`config.mk`:
```
export PLATFORM = sky130hd
export DESIGN_NAME = pwm_tmr_chan
export DESIGN_NICKNAME = d
export VERILOG_FILES = /design/src/rtl/pwm_tmr_pkg.sv /design/src/rtl/pwm_tick_gen.sv /design/src/rtl/pwm_cnt_fsm.sv /design/src/rtl/pwm_cmp_out.sv /design/src/rtl/pwm_tmr_chan.sv
export SDC_FILE = /design/constraint.sdc
export NUM_CORES = 1
export LEC_CHECK = 0
export BUFFER_PORTS_ARGS = -buffer_cell sky130_fd_sc_hd__buf_2
export CAP_MARGIN = 20
export CORE_MARGIN = 2
export CORE_UTILIZATION = 40
export CTS_CLUSTER_SIZE = 14
export DETAILED_ROUTE_END_ITERATION = 8
export GPL_TIMING_DRIVEN = 1
export HOLD_SLACK_MARGIN = 0.15
export SYNTH_ARGS = -nofsm -noshare
export SYNTH_HDL_FRONTEND = slang
export SYNTH_SLANG_ARGS = --single-unit
export TNS_END_PERCENT = 50
```
`constraint.sdc`:
```
create_clock -name clk -period 3.8 [get_ports clk]
set_clock_uncertainty 0.15 [all_clocks]
set_input_delay 0.57 -clock clk [delete_from_list [all_inputs] [get_ports clk]]
set_output_delay 0.57 -clock clk [all_outputs]
set_load 0.02 [all_outputs]
```
`src/rtl/pwm_tmr_pkg.sv`:
```
package pwm_tmr_pkg;

    typedef enum logic [1:0] {
        ST_UP   = 2'd0,
        ST_DOWN = 2'd1,
        ST_RISE = 2'd2,
        ST_FALL = 2'd3
    } cnt_state_e;

    localparam logic [1:0] MODE_UP   = 2'd0;
    localparam logic [1:0] MODE_DOWN = 2'd1;
    localparam logic [1:0] MODE_CTR  = 2'd2;

endpackage

```
`src/rtl/pwm_tick_gen.sv`:
```
module pwm_tick_gen #(
    parameter int PSC_W = 16
) (
    input  logic             clk,
    input  logic             rst_n,
    input  logic             restart,
    input  logic [PSC_W-1:0] psc_val,
    output logic             tick
);

    logic [PSC_W-1:0] div_q;

    // >= keeps the divider from running past a freshly lowered limit
    assign tick = (div_q >= psc_val);

    always_ff @(posedge clk) begin
        if (!rst_n) begin
            div_q <= '0;
        end else if (restart || tick) begin
            div_q <= '0;
        end else begin
            div_q <= div_q + 1'b1;
        end
    end

endmodule

```
`src/rtl/pwm_cnt_fsm.sv`:
```
module pwm_cnt_fsm
    import pwm_tmr_pkg::*;
#(
    parameter int CNT_W = 16
) (
    input  logic             clk,
    input  logic             rst_n,
    input  logic             tick,
    input  logic             sw_upd,
    input  logic [1:0]       mode_sel,
    input  logic [CNT_W-1:0] arr_shadow,
    input  logic [CNT_W-1:0] cmp_shadow,
    output logic [CNT_W-1:0] cnt,
    output logic [CNT_W-1:0] arr_act,
    output logic [CNT_W-1:0] cmp_act,
    output logic             load,
    output logic             upd_evt
);

    localparam logic [CNT_W-1:0] ONE = CNT_W'(1);

    cnt_state_e       st_q, st_d;
    logic [CNT_W-1:0] cnt_q, cnt_d;
    logic [CNT_W-1:0] arr_q, cmp_q;
    logic             wrap;
    logic             evt_q;

    // next state, next count, wrap and shadow-load decisions
    always_comb begin
        st_d  = st_q;
        cnt_d = cnt_q;
        wrap  = 1'b0;
        load  = 1'b0;
        if (sw_upd) begin
            wrap = 1'b1;
            load = 1'b1;
            case (mode_sel)
                MODE_DOWN: begin
                    st_d  = ST_DOWN;
                    cnt_d = arr_shadow;
                end
                MODE_CTR: begin
                    st_d  = ST_RISE;
                    cnt_d = '0;
                end
                default: begin
                    st_d  = ST_UP;
                    cnt_d = '0;
                end
            endcase
        end else if (tick) begin
            unique case (st_q)
                ST_UP: begin
                    if (cnt_q >= arr_q) begin
                        cnt_d = '0;
                        wrap  = 1'b1;
                        load  = 1'b1;
                    end else begin
                        cnt_d = cnt_q + ONE;
                    end
                end
                ST_DOWN: begin
                    if (cnt_q == '0) begin
                        cnt_d = arr_shadow;
                        wrap  = 1'b1;
                        load  = 1'b1;
                    end else begin
                        cnt_d = cnt_q - ONE;
                    end
                end
                ST_RISE: begin
                    if (cnt_q >= arr_q) begin
                        st_d  = ST_FALL;
                        wrap  = 1'b1;
                        cnt_d = (cnt_q == '0) ? '0 : cnt_q - ONE;
                    end else begin
                        cnt_d = cnt_q + ONE;
                    end
                end
                ST_FALL: begin
                    if (cnt_q == '0) begin
                        st_d  = ST_RISE;
                        wrap  = 1'b1;
                        load  = 1'b1;
                        cnt_d = (arr_shadow == '0) ? '0 : ONE;
                    end else begin
                        cnt_d = cnt_q - ONE;
                    end
                end
            endcase
        end
    end

    // state register and active copies
    always_ff @(posedge clk) begin
        if (!rst_n) begin
            st_q  <= ST_UP;
            cnt_q <= '0;
            arr_q <= '0;
            cmp_q <= '0;
            evt_q <= 1'b0;
        end else begin
            st_q  <= st_d;
            cnt_q <= cnt_d;
            evt_q <= wrap;
            if (load) begin
                arr_q <= arr_shadow;
                cmp_q <= cmp_shadow;
            end
        end
    end

    assign cnt     = cnt_q;
    assign arr_act = arr_q;
    assign cmp_act = cmp_q;
    assign upd_evt = evt_q;

endmodule

```
`src/rtl/pwm_cmp_out.sv`:
```
module pwm_cmp_out #(
    parameter int CNT_W = 16
) (
    input  logic [CNT_W-1:0] cnt,
    input  logic [CNT_W-1:0] cmp_act,
    input  logic             pol_low,
    input  logic             comp_en,
    input  logic             comp_pol_low,
    output logic             pwm_main,
    output logic             pwm_comp
);

    logic active;

    always_comb begin
        active   = (cnt < cmp_act);
        pwm_main = comp_en ? pol_low : (active ^ pol_low);
        pwm_comp = comp_en ? (active ^ comp_pol_low) : comp_pol_low;
    end

endmodule

```
`src/rtl/pwm_tmr_chan.sv`:
```
module pwm_tmr_chan #(
    parameter int CNT_W = 16,
    parameter int PSC_W = 16
) (
    input  logic             clk,
    input  logic             rst_n,
    input  logic [PSC_W-1:0] psc_val,
    input  logic [1:0]       mode_sel,
    input  logic [CNT_W-1:0] arr_shadow,
    input  logic [CNT_W-1:0] cmp_shadow,
    input  logic             pol_low,
    input  logic             comp_en,
    input  logic             comp_pol_low,
    input  logic             sw_upd,
    output logic             pwm_main,
    output logic             pwm_comp,
    output logic             upd_evt
);

    logic             tick_w;
    logic             load_w;
    logic [CNT_W-1:0] cnt_w;
    logic [CNT_W-1:0] arr_w;
    logic [CNT_W-1:0] cmp_w;

    pwm_tick_gen #(.PSC_W(PSC_W)) u_tick (
        .clk     (clk),
        .rst_n   (rst_n),
        .restart (sw_upd),
        .psc_val (psc_val),
        .tick    (tick_w)
    );

    pwm_cnt_fsm #(.CNT_W(CNT_W)) u_fsm (
        .clk        (clk),
        .rst_n      (rst_n),
        .tick       (tick_w),
        .sw_upd     (sw_upd),
        .mode_sel   (mode_sel),
        .arr_shadow (arr_shadow),
        .cmp_shadow (cmp_shadow),
        .cnt        (cnt_w),
        .arr_act    (arr_w),
        .cmp_act    (cmp_w),
        .load       (load_w),
        .upd_evt    (upd_evt)
    );

    pwm_cmp_out #(.CNT_W(CNT_W)) u_out (
        .cnt          (cnt_w),
        .cmp_act      (cmp_w),
        .pol_low      (pol_low),
        .comp_en      (comp_en),
        .comp_pol_low (comp_pol_low),
        .pwm_main     (pwm_main),
        .pwm_comp     (pwm_comp)
    );

endmodule

```
; ---- After elaboration in Yosys (flattened, before gate mapping)
; Cells that the tools add are included.
[classes]
bitwise_logic = 3
n_reduce_logical = 10
n_mux = 26
addsub = 3
eq_ne = 7
magnitude_cmp = 3
[ops]
columns = operator, n
row1 = 16-bit two-way mux, 8
row2 = 16-bit case mux with 4 select lines, 1
row3 = "16-bit by 1-bit adder with 16-bit output, second input constant", 2
row4 = 16-bit >= comparator, 2
row5 = 16-bit logical NOT, 2
row6 = 16-bit less-than comparator, 1
row7 = "16-bit by 1-bit subtractor with 16-bit output, second input constant", 1
row8 = 1-bit two-way mux, 9
row9 = 2-bit two-way mux, 4
row10 = 2-bit case mux with 2 select lines, 2
row11 = "2-bit equality test, second input constant", 3
row12 = "3-bit by 2-bit inequality test with 1-bit output, second input constant", 2
row13 = 2-bit OR reduction, 3
row14 = "2-bit by 1-bit equality test with 1-bit output, second input constant", 2
row15 = 1-bit case mux with 2 select lines, 2
row16 = 4-bit AND reduction, 1
row17 = 3-bit nonzero test, 1
row18 = 2-bit logical NOT, 1
row19 = 2-bit nonzero test, 1
row20 = 1-bit bitwise XOR, 2
row21 = 1-bit logical OR, 1
row22 = 1-bit NOT, 1
[word_totals]
out_inout_bits = 3
register_bits = 67
inputBits = 56

; ---- Logic depth before layout (Yosys ltp)
; Gate-level depths: netlist of the first run.
[logic_depth]
word_depth = 6
depth_mapped = 11
mapped_depth_nobuf = 9

; ---- Cells and area by module
; Synthesis of the first run repeated with hierarchy kept, for this count alone.
[hier_totals]
hier_cells = 667
area_unflattened_um2 = 5287.6
[modules_own_cells]
columns = module, seq_area_each_um2, n_inst, cells_each, area_per_inst_um2
row1 = pwm_cnt_fsm, 1021.0, 1, 486, 3737.3
row2 = pwm_tick_gen, 320.3, 1, 126, 1116.1
row3 = pwm_cmp_out, 0.0, 1, 55, 434.2

; ---- Worst setup path before layout of the first run
; No wires, ideal clock.
[synth_timing]
path_kind = input port to flip-flop
startpoint = in psc_val[13]
endpoint = reg u_fsm.cnt_q[2] (netlist: u_fsm.cnt[2])
path_slack_ns = 0.910
stages = 11
arrival_time_ns = 2.670
setup_time_ns = 0.070
required_time_ns = 3.580
path_cell_list = inv_1 -> ha_1 -> a21o_1 -> a21o_1 -> a21o_1 -> a211oi_1 -> and2_1 -> buf_2 -> buf_1 -> a21oi_1 -> a21oi_1
[synth_between]
elab_chain_cells = 2
[synth_rtl]
columns = item, line_no
row1 = from (decl), pwm_tmr_chan.sv:7  ; input logic [PSC_W-1:0] psc_val,
row2 = 16-bit >= comparator, pwm_tick_gen.sv:14  ; assign tick = (div_q >= psc_val);
row3 = 2-bit nonzero test (no source line), -
row4 = to (signal assigned), pwm_cnt_fsm.sv:104  ; cnt_q <= cnt_d;
row5 = to (decl), pwm_cnt_fsm.sv:23  ; logic [CNT_W-1:0] cnt_q, cnt_d;
; No other way between the ends.
; A chain may end at the register's enable or synchronous reset.

; ---- Worst setup path after layout of the first run
[layout_timing]
startpoint = reg u_fsm.cnt_q[0] (netlist: u_fsm.cnt[0])
endpoint = reg u_fsm.cmp_q[3] (netlist: u_fsm.cmp_act[3])
[layout_between]
elab_chain_cells = 5
[layout_rtl]
columns = item, line_no
row1 = 16-bit >= comparator or 16-bit logical NOT (tied branches), "pwm_cnt_fsm.sv:54, pwm_cnt_fsm.sv:63, pwm_cnt_fsm.sv:81"
row2 = 1-bit two-way mux (on tied branches), "pwm_cnt_fsm.sv:54, pwm_cnt_fsm.sv:63, pwm_cnt_fsm.sv:81"
row3 = 1-bit case mux with 2 select lines *, pwm_cnt_fsm.sv:52  ; unique case (st_q)
row4 = 1-bit two-way mux *, pwm_cnt_fsm.sv:51  ; end else if (tick) begin
row5 = 1-bit two-way mux *, pwm_cnt_fsm.sv:34  ; if (sw_upd) begin
row6 = to (signal assigned), pwm_cnt_fsm.sv:108  ; cmp_q <= cmp_shadow;
row7 = to (decl), pwm_cnt_fsm.sv:24  ; logic [CNT_W-1:0] arr_q, cmp_q;
; Every way passes the cells marked *; elsewhere a longest branch is shown, timed or not.

==> results of run 1 <==
## flip-flops by register name, indices dropped and copies added (netlist names)
name	count
u_fsm.arr_act	16
u_fsm.cmp_act	16
u_fsm.cnt	16
u_fsm.st_q	2
u_fsm.upd_evt	1
u_tick.div_q	16
## layout by cell type (no fill, tap or decap), types with 13 or more instances in the layout
| cell type | count |
|---|---|
| nor2_1 | 40 |
| nand3_1 | 26 |
| dfxtp_1 | 67 |
| mux2i_1 | 33 |
| xnor2_1 | 23 |
| o21ai_0 | 34 |
| nand4_1 | 13 |
| inv_1 | 54 |
| nand2_1 | 101 |
| a21oi_1 | 43 |
| buf_4 | 15 |
| xor2_1 | 17 |
| buf_2 | 58 |
| ha_1 | 51 |
## Yosys cell counts (13+ instances only)
cell        n
a21oi_1    43
nand3_1    26
clkbuf_1   23
mux2i_1    33
xor2_1     17
ha_1       51
dfxtp_1    67
nand4_1    13
nand2_1   101
nor2_1     40
inv_1      54
o21ai_0    34
xnor2_1    23
## cell families after synthesis
logic type | Yosys count | share of synthesized area
AND/OR/NAND/NOR | 228 | 0.215
adder cells (fa/ha/maj) | 51 | 0.129
AO/OA/AOI/OAI | 129 | 0.163
multiplexers | 33 | 0.0667
XOR/XNOR | 40 | 0.0708
flip-flops | 67 | 0.271
buffers and inverters | 91 | 0.0842
## layer usage
layer  global-route usage  wire [um]  vias up
met3               0.0522       1010       14
met5                    0          0        -
met1                0.264       5820     2124
li1                     -          -     2308
met2                0.350       6320      148
met4               0.0530        153        0
## power by group
part / internal (mW) / total [mW] / switching (mW)
registers: 0.749 / 0.791 / 0.0420
clock network: 0.512 / 0.811 / 0.299
logic: 0.221 / 0.532 / 0.311
total: 1.48 / 2.13 / 0.652
## critical path, stage by stage, from the launching register on
cell      delay, ns
dfxtp_1        0.57
inv_1          0.19
ha_1           0.31
nand2b_1       0.10
a211o_1        0.13
a21oi_1        0.08
o211a_1        0.25
nand2b_1       0.19
a31oi_4        0.60
buf_4          0.46
mux2i_1        0.24
## through the flow
step | instance area [sq um] | worst slack, ns | instances
floorplan | 4950 | 0.910 | 639
global placement | 5350 | 0.494 | 843
detailed placement | 5350 | 0.417 | 843
CTS | 5640 | 0.422 | 859
global route | 5640 | 0.208 | 859
finish | 5640 | 0.434 | 859
## area by class of cell
cell class	count	area (sq um)	area share
clock buffers	15	288	0.0510
clock inverters	1	5.00	0.000887
inverters	54	203	0.0359
multi-input cells	481	3190	0.566
flip-flops and latches	67	1340	0.238
well taps	168	210	0.0373
repair buffers	73	403	0.0714
## final timing paths
check,end,cells past startpoint
setup reg to reg,u_fsm.cmp_act[3],10
hold reg to reg,u_fsm.cmp_act[10],2
setup / recovery,u_fsm.cmp_act[3],10
hold / removal,u_fsm.cmp_act[10],2
==> flow_summary.json, run 1 <==
{
  "status": "finished clean",
  "cp-startpoint": "u_fsm.cnt[0]",
  "synth_fp_nets": 746,
  "ant_nets": 0,
  "min-delay-start": "u_fsm.cmp_act[10]",
  "cts_resized": 0,
  "cts_hold_buffers": 0,
  "die_h_um": 115,
  "setup_viol": 0,
  "yosys.area.top_type": "dfxtp_1",
  "rows": 40,
  "drt_iter0_markers": 395,
  "max_cap_viol_count": 0,
  "critPathLaunchType": "flop",
  "antennaDiodeCount": 0,
  "port-buffer-count": 58,
  "synth_warnings": 0,
  "syn_area_sq_um": 4950,
  "cts_tree": "built",
  "drt_wl_total_um": 13300,
  "period_share": 0.886,
  "insertion_delay_ns": 0.34,
  "peakVddDrop_mv": 0.346,
  "crit_path_max_fanout": 19,
  "timing.slew.headroom": 0.374,
  "nets": 793,
  "async_flop_share": 0,
  "fin_util": 0.468,
  "grt_pass1_vias": 4341,
  "power.total_mw": 2.13,
  "fillers": 1228,
  "synth_area_leaders": "dfxtp_1 27%, ha_1 13%, nand2_1 7.7%",
  "slew_violations": 0,
  "fin_crit_ns": 3.37,
  "cts_htree_levels": 3,
  "grt_use_total": 0.207,
  "p_per_area_nw_per_um2": 378,
  "dieArea_sq_um": 13300,
  "min_path_type": "flop to flop",
  "drtPass1Iterations": 6,
  "timing.hold.ws_ns": 0.308,
  "die_w_um": 115,
  "worst_pin_slew_ns": 0.935,
  "clock_path_buffers": 2,
  "dpl.hpwl_um": 9720,
  "drc_errors": 0,
  "cts_inserted_buffers": 9,
  "clockRootBuffer": "clkbuf_16",
  "cts_sinks": 67,
  "core_sq_um": 12100,
  "seq_area_frac_synth": 0.271,
  "critPathKind": "flop to flop",
  "place_congestion": 0.861,
  "clock.fmax_mhz": 297,
  "grt_antenna_before_repair": 0,
  "synthFlopType": "dfxtp_1",
  "synth-seq-cells": 67,
  "clk_pin_slew_ns": 0.05,
  "worstPathArrival_ns": 3.48,
  "areaGrowthSynthToFinish_pct": 14.0,
  "final_layout_size_suffix_gt1_frac": 0.135,
  "hold_viol": 0,
  "fin_setup_tns_ns": 0,
  "crit_required_ns": 3.91,
  "initial_utilization": 0.410,
  "overflow": 0,
  "ios": 59,
  "synth_edf_count": 0,
  "ys_types": 52,
  "leakage_nw": 2.44,
  "grt_setup_unrepaired": "no",
  "vias_per_cell": 5.35,
  "cp-end-kind": "flop",
  "routedWlPerCell_um": 15.5,
  "synth_cells": 639,
  "grt_start_max_net_pins": 64,
  "post_cts_buffers": 0,
  "vias": 4594,
  "rrSetupSlack_ns": 0.43,
  "avgSynthCellArea_sq_um": 7.75,
  "synth_top_area_frac": 0.271,
  "r2r-start": "u_fsm.cnt[0]",
  "grt_pass1_wl_um": 21500
}
No activity file was read; power rests on OpenSTA's default activity.
==> run 2, diff against run 1 <==
Settings changed: ABC_AREA from default to 1, CORE_MARGIN 2 to 3.
==> run 2 against run 1 <==
  * Register-to-register slack improved by 0.62 ns
  * First-iteration DRC count fell by 11%
  * Sequential cell count did not move
  * Fmax rose by 19%
  * Synthesized cell count rose by 34%
  * Largest cell class unchanged
==> flow_summary.json, run 2 <==
{
  "status": "finished clean",
  "final_common_cell": "nand2_1",
  "rows": 42,
  "cp-end-kind": "output port",
  "final_layout_size_suffix_gt1_frac": 0.117,
  "fin_crit_ns": 2.82,
  "fillers": 1379,
  "synth_area_leaders": "dfxtp_1 25%, nand2_1 14%, ha_1 12%",
  "die_h_um": 123,
  "cp-startpoint": "u_fsm.cnt[5]",
  "rrSetupSlack_ns": 1.05,
  "synthTopCellsByCount": "199 x nand2_1, 122 x inv_1, 106 x nand3_1, 74 x a21oi_1, 67 x dfxtp_1",
  "synth_top_area_frac": 0.246,
  "setup_viol": 0,
  "holdPathStages": 2,
  "grtUsageMet3": 0.0336,
  "seq_area_frac_synth": 0.246,
  "final_cell_mix": "199 x nand2_1, 122 x inv_1, 106 x nand3_1",
  "syn_area_sq_um": 5460,
  "ys_types": 39,
  "core_sq_um": 13300,
  "leakage_nw": 3.07,
  "async_flop_share": 0,
  "grt_pass1_vias": 4883,
  "synth_edf_count": 0,
  "grt_use_total": 0.209,
  "routedWlPerCell_um": 14.1,
  "worstPathArrival_ns": 2.10,
  "drtPass1Iterations": 5,
  "overflow": 0,
  "min_path_type": "flop to flop",
  "hold_viol": 0,
  "grt_start_max_net_pins": 77,
  "p_switching_mw": 0.788,
  "port-buffer-count": 58,
  "grt_pass1_wl_um": 25000,
  "synth.most_common_cell": "nand2_1",
  "pwr-share-clk": 0.342,
  "synthFlopType": "dfxtp_1",
  "peakVddDrop_mv": 0.153,
  "post_cts_buffers": 0,
  "cts_inserted_buffers": 9,
  "grt_antenna_before_repair": 0,
  "max_cap_viol_count": 0,
  "ant_nets": 0,
  "power_frac_comb": 0.306,
  "synth_warnings": 0,
  "worstReg2RegEnd": "u_fsm.cnt[3]",
  "drt_wl_total_um": 15300,
  "synth_cells": 857,
  "critPathLaunchType": "flop",
  "initial_utilization": 0.411,
  "place_congestion": 0.914,
  "seq_area_sq_um": 1340,
  "timing.slew.headroom": 0.317,
  "use_met2": 0.312,
  "drc_errors": 0,
  "postPlaceCellArea_sq_um": 5880,
  "cts_sinks": 67,
  "clock_path_buffers": 2,
  "die_w_um": 123,
  "avgSynthCellArea_sq_um": 6.37,
  "yosys.area.top_type": "dfxtp_1",
  "synth-seq-cells": 67,
  "ios": 59,
  "top_usage_layer": "met2",
  "switching_share": 0.355,
  "cts_resized": 0,
  "grt_setup_unrepaired": "no",
  "cts_hold_buffers": 0,
  "grtUsageMet1": 0.308,
  "cp_common_cell": "nand2_1",
  "cts_htree_levels": 3,
  "worst_pin_slew_ns": 1.02,
  "p_seq_frac": 0.352,
  "max_stage_delay_ns": 0.63,
  "cts_tree": "built",
  "insertion_delay_ns": 0.34,
  "hold_path_end": "u_fsm.arr_act[12]",
  "dieArea_sq_um": 15100,
  "crit_required_ns": 3.08,
  "cp_cell_sequence": "ha_1 -> a21oi_1 -> o21a_1 -> nand2_1 -> nand2_1 -> nand2_1 -> xor2_1 -> inv_1 -> buf_2",
  "clk_pin_slew_ns": 0.06,
  "clockRootBuffer": "clkbuf_16",
  "multi_input_area_sq_um": 3430,
  "synth_fp_nets": 964,
  "slowest_stage": "dfxtp_1",
  "areaGrowthSynthToFinish_pct": 12.6,
  "nets": 1011,
  "p_per_area_nw_per_um2": 361,
  "dpl.hpwl_um": 11500,
  "critPathKind": "flop to output port",
  "clock.fmax_mhz": 354,
  "vias_per_cell": 4.98,
  "fin_setup_tns_ns": 0,
  "r2r-start": "u_fsm.cnt[0]",
  "crit_path_max_fanout": 9,
  "min-delay-start": "u_fsm.arr_act[12]",
  "slew_violations": 0,
  "antennaDiodeCount": 0,
  "internal_power_mw": 1.43,
  "reg2reg_depth": 14,
  "period_share": 0.743,
  "stdcell_area_sq_um": 6140,
  "vias": 5401,
  "drt_iter0_markers": 351
}
-- run 2: area by class of cell --
cell class,instances,area share
clock inverter,3,0.00244
clock buffer,12,0.0401
timing repair buffer,74,0.0688
sequential,67,0.218
multi-input combinational,627,0.558
tap,176,0.0358
inverter,125,0.0764
-- run 2: critical path: cells and delay by family (launching register included) --
kind,cells,cell delay [ns]
compound gates,2,0.25
xor+xnor,1,0.14
fa+ha+maj,1,0.33
buf+inv,2,0.19
flops,1,0.63
simple gates,3,0.23
-- run 2: cells by family (layout without fill, tap and decap cells) --
group                    after synthesis  after routing  share of synthesized area
XOR/XNOR                              27             27                     0.0433
AND/OR/NAND/NOR                      428            428                      0.354
AO/OA/AOI/OAI                        121            121                      0.114
buffers and inverters                163            214                      0.126
adder cells (fa/ha/maj)               51             51                      0.117
flip-flops                            67             67                      0.246
-- run 2: worst max-delay path by stage --
stage                            end  slack [ns]
floorplan                   pwm_comp        1.56
global placement    u_fsm.cmp_act[6]        1.02
detailed placement  u_fsm.arr_act[4]        1.03
CTS                         pwm_main        0.91
global route            u_fsm.cnt[3]        0.75
finish                      pwm_main        0.98
-- run 2: metrics by stage --
| step | hold slack, ns | utilization | setup slack (ns) | cells | power [mW] |
|---|---|---|---|---|---|
| finish | 0.310 | 0.462 | 0.977 | 1084 | 2.22 |
| global route | 0.327 | 0.462 | 0.755 | 1084 | 2.36 |
| CTS | 0.313 | 0.462 | 0.911 | 1084 | 2.24 |
| detailed placement | 0.304 | 0.442 | 1.03 | 1069 | 1.47 |
| global placement | 0.301 | 0.442 | 1.02 | 1069 | 1.47 |
| floorplan | 0.289 | - | 1.56 | 857 | 1.29 |
-- run 2: layer usage --
metal,wire length (um),vias up,share of wire
li1,-,2865,-
met1,7520,2381,0.49
met2,6630,143,0.43
met4,213,0,0.014
met5,0,-,0
met3,922,12,0.060
-- run 2: power by group through the flow --
| stage | logic, mW | clock network [mW] | registers [mW] |
|---|---|---|---|
| floorplan | 0.500 | 0 | 0.788 |
| global placement | 0.671 | 0 | 0.796 |
| detailed placement | 0.671 | 0 | 0.797 |
| CTS | 0.675 | 0.779 | 0.782 |
| global route | 0.772 | 0.800 | 0.788 |
| finish | 0.679 | 0.758 | 0.782 |
==> run 3, diff against run 2 <==
Settings changed: ABC_AREA 1 to 0.
Clock period 3.8 ns to 2.65 ns, I/O delays scaled along.
==> run 3 against run 2 <==
  * Clock power grew 42%
  * Global-route usage fell by 1.3 points
  * Critical path depth fell by 1
  * Worst hold slack lost 0.15 ns
  * Wire length is 9.7% lower
  * Sequential share of layout area up 0.19 points
  * Register-to-register slack got worse by 0.99 ns
  * Count of clock-buffer cells in the layout unchanged
  * Combinational power up 45%
  * Sequential cell count stayed put
  * Cell area grew 1.1%
  * Critical endpoint is now pwm_comp
  * Largest power group unchanged
  * Highest routed layer unchanged
==> flow_summary.json, run 3 (synthesized netlist as in run 1, its figures left out) <==
{
  "fin_crit_ns": 2.62,
  "initial_utilization": 0.410,
  "worstPathArrival_ns": 2.07,
  "areaGrowthSynthToFinish_pct": 25.5,
  "timing.hold.ws_ns": 0.158,
  "die_w_um": 117,
  "crit_path_max_fanout": 5,
  "cts_sinks": 67,
  "period_share": 0.990,
  "overflow": 0,
  "grt_pass1_vias": 4460,
  "dieArea_sq_um": 13700,
  "final_cell_mix": "97 x nand2_1, 56 x buf_2, 53 x inv_1",
  "slew_violations": 0,
  "final_layout_size_suffix_gt1_frac": 0.243,
  "crit_required_ns": 2.10,
  "critPathKind": "flop to output port",
  "port-buffer-count": 58,
  "p_per_area_nw_per_um2": 514,
  "max_cap_viol_count": 0,
  "antennaDiodeCount": 0,
  "worst_pin_slew_ns": 0.552,
  "die_h_um": 117,
  "grt_antenna_before_repair": 0,
  "status": "finished clean",
  "vias_per_cell": 5.32,
  "routedWlPerCell_um": 15.4,
  "hold_viol": 0,
  "clk_pin_slew_ns": 0.06,
  "final_common_cell": "nand2_1",
  "cts_tree": "built",
  "cts_inserted_buffers": 9,
  "drt_wl_total_um": 13800,
  "rows": 40,
  "cts_hold_buffers": 0,
  "drt_iter0_markers": 357,
  "wl_met2_um": 6830,
  "postPlaceCellArea_sq_um": 5610,
  "stdcell_area_sq_um": 6210,
  "vias": 4764,
  "dpl.hpwl_um": 10100,
  "clock_path_buffers": 2,
  "critPathLaunchType": "flop",
  "core_sq_um": 12100,
  "nets": 830,
  "setup_viol": 0,
  "ios": 59,
  "clock.fmax_mhz": 381,
  "instances_no_fill": 895,
  "cts_htree_levels": 3,
  "peakVddDrop_mv": 0.304,
  "place_congestion": 0.966,
  "grt_use_total": 0.196,
  "timing.slew.headroom": 0.631,
  "wl_met1_um": 5980,
  "drtPass1Iterations": 5,
  "drc_errors": 0,
  "dp_cells": 872,
  "fin_ws_ns": 0.0277,
  "insertion_delay_ns": 0.33,
  "cp-end-kind": "output port",
  "wl_met3_um": 654,
  "ant_nets": 0,
  "grt_setup_unrepaired": "yes",
  "min_path_type": "primary input to flop",
  "grt_pass1_wl_um": 21500,
  "grt_start_max_net_pins": 58,
  "topRoutingLayerUsed": "met4",
  "preCtsSetupSlack_ns": -0.111,
  "clockRootBuffer": "clkbuf_16",
  "fillers": 1153,
  "leakage_nw": 2.66
}
run 3: changes by cell type in the layout (fill, tap and decap cells not counted), sizes merged, moves of 9 or more:
cell | previous run | this run
nand2 | 203 | 102
nand3 | 108 | 26
inv | 125 | 54
buf | 74 | 109
nor2 | 74 | 40
mux2i | 0 | 33
a21oi | 74 | 43
xnor2 | 3 | 23
a22oi | 0 | 9
run 3: layout make-up:
class | count | area, sq um | share of cell area
clock buffers | 12 | 246 | 0.0397
clock inverters | 3 | 15.0 | 0.00242
repair buffers | 110 | 748 | 0.120
inverters | 54 | 203 | 0.0326
flip-flops and latches | 67 | 1370 | 0.220
well taps | 168 | 210 | 0.0338
multi-input cells | 481 | 3420 | 0.551
run 3: through the flow:
stage	util	power [mW]	setup TNS [ns]
final	0.515	3.19	0
after global routing	0.515	3.36	-0.231
after CTS	0.501	3.13	0
after detailed placement	0.465	1.98	-1.36
after global placement	0.465	1.96	0
after floorplan	-	1.71	0
run 3: power breakdown:
part           switching (mW)  total, mW  internal, mW  leakage [nW]
clock                   0.427       1.08         0.648         0.132
combinational           0.525      0.986         0.461          1.98
sequential             0.0519       1.13          1.08         0.555
run 3: metal layers:
| metal | up-vias | global-route usage |
|---|---|---|
| met4 | 0 | 0.0787 |
| met5 | - | 0 |
| li1 | 2373 | - |
| met3 | 25 | 0.0257 |
| met1 | 2216 | 0.244 |
| met2 | 150 | 0.341 |
run 3: worst max-delay path, cell delays in order, from the launching register on:
cell	delay, ns
dfxtp_4	0.37
ha_4	0.28
nand3_2	0.10
o31ai_4	0.28
a21oi_2	0.10
buf_4	0.14
o211ai_1	0.17
xnor2_1	0.14
buf_4	0.16
run 3: worst paths after layout:
kind,startpoint,end,slack (ns),depth (start not counted)
hold / removal,cmp_shadow[5],u_fsm.cmp_act[5],0.16,3
hold reg to reg,u_fsm.cmp_act[5],u_fsm.cmp_act[5],0.30,2
setup / recovery,u_fsm.cnt[5],pwm_comp,0.03,8
setup reg to reg,u_fsm.cnt[6],u_fsm.cnt[6],0.06,9
run 3: timing repair:
action                                  CTS  global route
pin swaps                                14            16
setup buffers                             5             4
gates resized for setup                  31            26
endpoints found under the setup margin    2            55
cloned                                    0             1
